### src/rtl/ivt_pkg.sv
package ivt_pkg;
  localparam int CSR_W  = 11;
  localparam int B_MODE = 0;
  localparam int B_DOWN = 1;
  localparam int B_GEN  = 2;
  localparam int B_CAPT = 3;
  localparam int B_AUTO = 4;
  localparam int B_LDB  = 5;
  localparam int B_IE   = 6;
  localparam int B_EN   = 7;
  localparam int B_FLAG = 8;
  localparam int B_PWM  = 9;
  localparam int B_ALL  = 10;

  typedef enum logic [1:0] {
    SEL_CTRL  = 2'd0,
    SEL_LOAD  = 2'd1,
    SEL_COUNT = 2'd2,
    SEL_NONE  = 2'd3
  } reg_sel_e;
endpackage

### src/rtl/ivt_decode.sv
module ivt_decode
  import ivt_pkg::*;
#(
  parameter int ADDR_W = 4,
  parameter int NCNT   = 2
) (
  input  logic [ADDR_W-1:0] addr,
  input  logic              wr_en,
  output logic [NCNT-1:0]   slot_hit,
  output reg_sel_e          sel,
  output logic [NCNT-1:0]   wr_ctrl,
  output logic [NCNT-1:0]   wr_load
);
  localparam int SLOT_W = ADDR_W - 2;

  logic [SLOT_W-1:0] slot;

  assign slot = addr[ADDR_W-1:2];
  assign sel  = reg_sel_e'(addr[1:0]);

  for (genvar g = 0; g < NCNT; g++) begin : g_slot
    assign slot_hit[g] = (slot == SLOT_W'(g));
    assign wr_ctrl[g]  = wr_en && slot_hit[g] && (sel == SEL_CTRL);
    assign wr_load[g]  = wr_en && slot_hit[g] && (sel == SEL_LOAD);
  end
endmodule

### src/rtl/ivt_counter.sv
module ivt_counter
  import ivt_pkg::*;
#(
  parameter int DATA_W = 32
) (
  input  logic              clk,
  input  logic              rst_n,
  input  logic              wr_ctrl,
  input  logic              wr_load,
  input  logic [DATA_W-1:0] wdata,
  output logic [CSR_W-1:0]  csr,
  output logic [DATA_W-1:0] load,
  output logic [DATA_W-1:0] count,
  output logic              run
);
  logic [CSR_W-1:0]  csr_q, csr_wr;
  logic [DATA_W-1:0] load_q, count_q, term;
  logic              run_q, down, expire;

  assign down   = csr_q[B_DOWN];
  assign term   = down ? '0 : '1;
  assign expire = run_q && (count_q == term);

  // control word as written: the flag only comes from an expiry on this edge
  always_comb begin
    csr_wr         = wdata[CSR_W-1:0];
    csr_wr[B_FLAG] = expire;
  end

  always_ff @(posedge clk or negedge rst_n) begin
    if (!rst_n) begin
      csr_q <= '0;
    end else if (wr_ctrl) begin
      csr_q <= csr_wr;
    end else if (expire) begin
      csr_q[B_FLAG] <= 1'b1;
    end
  end

  always_ff @(posedge clk or negedge rst_n) begin
    if (!rst_n) begin
      load_q <= '0;
    end else if (wr_load) begin
      load_q <= wdata;
    end
  end

  always_ff @(posedge clk or negedge rst_n) begin
    if (!rst_n) begin
      count_q <= '0;
      run_q   <= 1'b0;
    end else if (wr_ctrl) begin
      if (wdata[B_EN]) begin
        count_q <= load_q;
        run_q   <= 1'b1;
      end else begin
        run_q   <= 1'b0;
      end
    end else if (expire) begin
      if (csr_q[B_AUTO]) begin
        count_q <= load_q;
      end else begin
        run_q   <= 1'b0;
      end
    end else if (run_q) begin
      count_q <= down ? count_q - DATA_W'(1) : count_q + DATA_W'(1);
    end
  end

  assign csr   = csr_q;
  assign load  = load_q;
  assign count = count_q;
  assign run   = run_q;
endmodule

### src/rtl/ivt_rdmux.sv
module ivt_rdmux
  import ivt_pkg::*;
#(
  parameter int DATA_W = 32,
  parameter int NCNT   = 2
) (
  input  logic [NCNT-1:0]              slot_hit,
  input  reg_sel_e                     sel,
  input  logic [NCNT-1:0][CSR_W-1:0]   csr_v,
  input  logic [NCNT-1:0][DATA_W-1:0]  load_v,
  input  logic [NCNT-1:0][DATA_W-1:0]  cnt_v,
  output logic [DATA_W-1:0]            rdata
);
  always_comb begin
    rdata = '0;
    for (int g = 0; g < NCNT; g++) begin
      if (slot_hit[g]) begin
        unique case (sel)
          SEL_CTRL:  rdata = DATA_W'(csr_v[g]);
          SEL_LOAD:  rdata = load_v[g];
          SEL_COUNT: rdata = cnt_v[g];
          SEL_NONE:  rdata = '0;
        endcase
      end
    end
  end
endmodule

### src/rtl/ivt_top.sv
module ivt_top
  import ivt_pkg::*;
#(
  parameter int DATA_W  = 32,
  parameter int ADDR_W  = 4,
  parameter int TWO_CNT = 1
) (
  input  logic              clk,
  input  logic              rst_n,
  input  logic [ADDR_W-1:0] addr,
  input  logic              wr_en,
  input  logic [DATA_W-1:0] wdata,
  output logic [DATA_W-1:0] rdata,
  output logic              irq
);
  localparam int NCNT = (TWO_CNT != 0) ? 2 : 1;

  logic [NCNT-1:0]             slot_hit, wr_ctrl_v, wr_load_v;
  reg_sel_e                    sel;
  logic [NCNT-1:0][CSR_W-1:0]  csr_v;
  logic [NCNT-1:0][DATA_W-1:0] load_v, cnt_v;
  logic [NCNT-1:0]             run_v, down_v, auto_v, ie_v, flag_v;

  ivt_decode #(.ADDR_W(ADDR_W), .NCNT(NCNT)) u_dec (
    .addr(addr), .wr_en(wr_en), .slot_hit(slot_hit), .sel(sel),
    .wr_ctrl(wr_ctrl_v), .wr_load(wr_load_v)
  );

  for (genvar g = 0; g < NCNT; g++) begin : g_cnt
    ivt_counter #(.DATA_W(DATA_W)) u_cnt (
      .clk(clk), .rst_n(rst_n),
      .wr_ctrl(wr_ctrl_v[g]), .wr_load(wr_load_v[g]), .wdata(wdata),
      .csr(csr_v[g]), .load(load_v[g]), .count(cnt_v[g]), .run(run_v[g])
    );
    assign down_v[g] = csr_v[g][B_DOWN];
    assign auto_v[g] = csr_v[g][B_AUTO];
    assign ie_v[g]   = csr_v[g][B_IE];
    assign flag_v[g] = csr_v[g][B_FLAG];
  end

  ivt_rdmux #(.DATA_W(DATA_W), .NCNT(NCNT)) u_rd (
    .slot_hit(slot_hit), .sel(sel), .csr_v(csr_v), .load_v(load_v),
    .cnt_v(cnt_v), .rdata(rdata)
  );

  assign irq = |(flag_v & ie_v);
endmodule

### config.mk
export PLATFORM = sky130hd
export DESIGN_NAME = ivt_top
export DESIGN_NICKNAME = d
export VERILOG_FILES = /design/src/rtl/ivt_pkg.sv /design/src/rtl/ivt_decode.sv /design/src/rtl/ivt_counter.sv /design/src/rtl/ivt_rdmux.sv /design/src/rtl/ivt_top.sv
export SDC_FILE = /design/constraint.sdc
export NUM_CORES = 1
export LEC_CHECK = 0
export ABC_AREA = 1
export BUFFER_PORTS_ARGS = -buffer_cell sky130_fd_sc_hd__buf_4
export CAP_MARGIN = 20
export CORE_UTILIZATION = 51
export DETAILED_ROUTE_END_ITERATION = 10
export PLACE_DENSITY_LB_ADDON = 0.12
export REMOVE_ABC_BUFFERS = 1
export SLEW_MARGIN = 20
export SYNTH_ARGS = -nofsm -noshare
export SYNTH_HDL_FRONTEND = slang
export SYNTH_HIERARCHICAL = 1
export SYNTH_SLANG_ARGS = --single-unit
### constraint.sdc
create_clock -name clk -period 6.8 [get_ports clk]
set_clock_uncertainty 0.05 [all_clocks]
set_input_delay 0.34 -clock clk [delete_from_list [all_inputs] [get_ports clk]]
set_output_delay 0.34 -clock clk [all_outputs]
set_load 0.005 [all_outputs]
==> summary by stage <==
Run status
The flow ran to the end, and the final reports show no timing, DRC or antenna violations.

Clocking
The insertion delay of the later-clocked pin in the worst-skew pair is roughly 0.43 ns. The maximum root-to-sink buffer count is 2. The clock net in this run drives a total of approximately 150 sinks. The clock slew seen by the registers of the worst setup and hold paths is around 0.07 ns.

The clock root buffer master is clkbuf_16. The clock tree from TritonCTS is built. CTS built an H-tree with a depth of 4. Post-CTS timing repair inserted 0 buffers for setup.

Once the clock tree was built, the resizer swapped 0 gates to a different size. The number of buffers created by CTS is 17.

Worst setup path
The reg-to-reg setup timing slack is roughly 3.5 ns. The highest net fanout along the worst path is 35. The worst register-to-register path has a depth of 12. The capturing element of the worst setup path is g_cnt[0].u_cnt/count[1]. The setup path with the least slack is of type reg2reg. The arrival time at the worst endpoint is 3.51 ns. In this run the critical register-to-register path is launched from g_cnt[0].u_cnt/csr[1].

Walking the worst path, the cells encountered are buf_4 > ha_1 > nand2_1 > nor2_2 > nand2_1 > nor2_2 > nand4_1 > nand2_1 > nand2_2 > clkinv_2 > nand2_1 > o21ai_1. The data required time of the critical path is about 7 ns. STA classifies the critical path startpoint as a register. The critical path capture point type is a register. The critical path startpoint is g_cnt[0].u_cnt/csr[1].

The peak per-stage delay on the critical path is around 0.60 ns. Counting stages on the worst path, the most repeated cell is nand2_1. The worst register-to-register path ends at g_cnt[0].u_cnt/count[1]. The critical path's slowest cell is clkinv_2.

Cells and area
Compared with the post-synthesis result, the final layout area differs by 9.11%. The net count of the finished layout is 2319. The leading cell type in the layout, fill and taps excluded is nand2_1. The top cell types in the final layout, fill and taps aside, are 1065 x nand2_1, 336 x inv_1, 168 x nand3_1. The post-layout utilization of the core is approximately 57%. Cells with a size suffix above 1 make up 7.71% of the layout.

Die
The region available for standard cell placement spans ~0.025 sq mm. The width of the die is 162 um. The number of top-level design ports is approximately 70. The chip height is roughly 160 um.

The number of cell rows is between 50 and 60. The total die area is 0.0263 sq mm. The initial standard-cell utilization of the core is 52.0%.

STA
In the final timing run, aggregate negative setup slack is 0 ns. The setup slack of the critical path after layout is between 3 and 4 ns. The max-slew violation total from the final report was 0. The relative slew slack is 32.8%. The final critical path takes up a little under half of the cycle. The clock period minus worst slack is approximately 3.3 ns. The achievable clock frequency is approximately 310 MHz. At the pin with the least slew margin, the transition time is roughly 1.0 ns. Setup violations remaining at the end of the flow were counted as 0. Setup repair after global routing left no endpoint under its margin.

The final hold violation count is 0.

Logic synthesis
The portion of the post-synthesis area used by sequential elements is a little under 30%. Of all flip-flops after synthesis, the portion carrying an async set or reset was 100%. The main flop type after synthesis is dfrtp_1. The largest area contributor in the netlist is nand2_1. The mapped netlist covers roughly 0.013 sq mm. Of the post-synthesis cell area, the dominant cell type holds between 30% and 40%.

Yosys printed 6 warnings. Yosys mapped a number of flops with a built-in enable equal to 0. The register bit total from synthesis is 152. The average instance in the mapped netlist occupies between 5 and 6 sq um. Yosys attributes the largest share of cell area to nand2_1 31%, dfrtp_1 29%, inv_1 9.6%. The netlist uses 34 different library cells. The synthesized netlist cell count is 2189.

Detailed routing
The first detailed-routing pass ran for 6 iterations. The detailed router finished its first iteration with 1094 violations. The mean routed wirelength per cell is 15.7 um. After detailed routing, the number of vias per cell comes to 5.11. The routed design has approximately 40000 um of wire.

For this block, the via count after detailed routing is ~13000. In this run the remaining antenna-violating nets after routing total 0. In the routed design, unresolved DRC markers number 0.

Placement
The congestion estimate from routability-driven global placement came to about 1.0. Buffers placed on the I/O ports in this run total 71. Before CTS, the worst setup slack after placement is ~3.5 ns. The post-DP HPWL is about 31000 um.

Power and ir drop
Power spread over the standard cell area amounts to about 350 mW/mm^2. VDD sags by at most 0.000172 V. Summed over all cells, the static leakage comes to roughly 0.0085 uW.

The post-route total power is just over 5000 uW.

Min path
The min-delay analysis places its worst path in the category in2reg.

GRT
The number of global-route vias before repair is 12100. Entering global routing, the biggest net connects between 90 and 100 pins. The number of antenna violations at the first check in global routing came to 2. The first global-routing pass estimated around 65000 um of wire.

The overall fraction of global-route tracks in use is between 30% and 40%. After global routing the overflow that remains totals 0.

Flow run
The max-capacitance violation count is 0.
kinds of logic after synthesis:
logic type / after synthesis / share of synthesized area (%)
AND/OR/NAND/NOR: 1393 / 43.9
buffers and inverters: 411 / 13.1
flip-flops: 152 / 29.1
AO/OA/AOI/OAI: 135 / 5.39
adder cells (fa/ha/maj): 62 / 6.04
XOR/XNOR: 30 / 2.01
multiplexers: 6 / 0.516
worst min path at each step:
stage,cells past startpoint,endpoint,slack (ns),from
after global routing,3,g_cnt[1].u_cnt/load[17],0.08,wdata[17]
after CTS,3,g_cnt[0].u_cnt/load[30],0.07,wdata[30]
final,3,g_cnt[0].u_cnt/load[30],0.08,wdata[30]
after global placement,2,g_cnt[0].u_cnt/csr[7],0.41,g_cnt[0].u_cnt/csr[7]
after detailed placement,2,g_cnt[1].u_cnt/csr[10],0.41,g_cnt[1].u_cnt/csr[10]
after floorplan,0,g_cnt[0].u_cnt/count[0],-0.006,rst_n
layer usage:
metal / share of wire [%] / global-route usage [%]
met3: 5.1 / 3.91
met4: 1.7 / 7.46
met5: 0 / 0
met2: 46 / 51.1
met1: 47 / 44.5
synth_stat cells (4+ instances only):
cell / number
nand2_1: 1065
inv_1: 336
nand3_1: 168
dfrtp_1: 152
nor2_1: 83
o21ai_0: 62
ha_1: 60
a21oi_1: 37
o21ai_1: 24
buf_4: 22
clkbuf_1: 21
xor2_1: 18
buf_2: 17
nand3_2: 15
nor2_2: 14
nand4_1: 12
xnor2_1: 12
nand2_2: 10
buf_6: 8
nor3_1: 8
mux2_2: 6
nand3b_1: 6
o21bai_1: 6
and2_1: 4
nor2_4: 4
o211ai_1: 4
stage by stage:
stage	cells	instance area [sq um]	hold slack, ns
after CTS	2561	14300	0.0673
final	2563	14300	0.0795
after global routing	2562	14300	0.0844
after floorplan	2120	12700	-0.00559
after global placement	2528	13700	0.406
after detailed placement	2528	13700	0.409
final cells by class:
type                       instances  area, sq um
inverter                         342         1290
timing repair buffer              79          599
fill                            2653        10900
clock buffer                      18          439
sequential                       152         3800
antenna                            2         5.00
tap                              330          413
clock inverter                    14          141
multi-input combinational       1626         7590
critical path: cells and delay by family (launching register included):
| family | cells | cell delay [ns] |
|---|---|---|
| fa+ha+maj | 1 | 0.37 |
| compound gates | 1 | 0.08 |
| buf+inv | 2 | 1.00 |
| flops | 1 | 0.34 |
| simple gates | 8 | 1.26 |
power by group:
part	internal, uW	switching, uW
sequential	1200	275
clock	523	437
combinational	919	1700
total	2640	2410
flip-flops by register name (all words and copies together) (netlist names):
| register | cells |
|---|---|
| g_cnt.u_cnt/run | 2 |
| g_cnt.u_cnt/csr | 22 |
| g_cnt.u_cnt/count | 64 |
| g_cnt.u_cnt/load | 64 |
repair_timing:
action,in CTS,in global routing
hold buffers,1,0
endpoints found under the hold margin,11,0
endpoints found under the setup margin,0,0
Power figures use the tool's default switching activity.
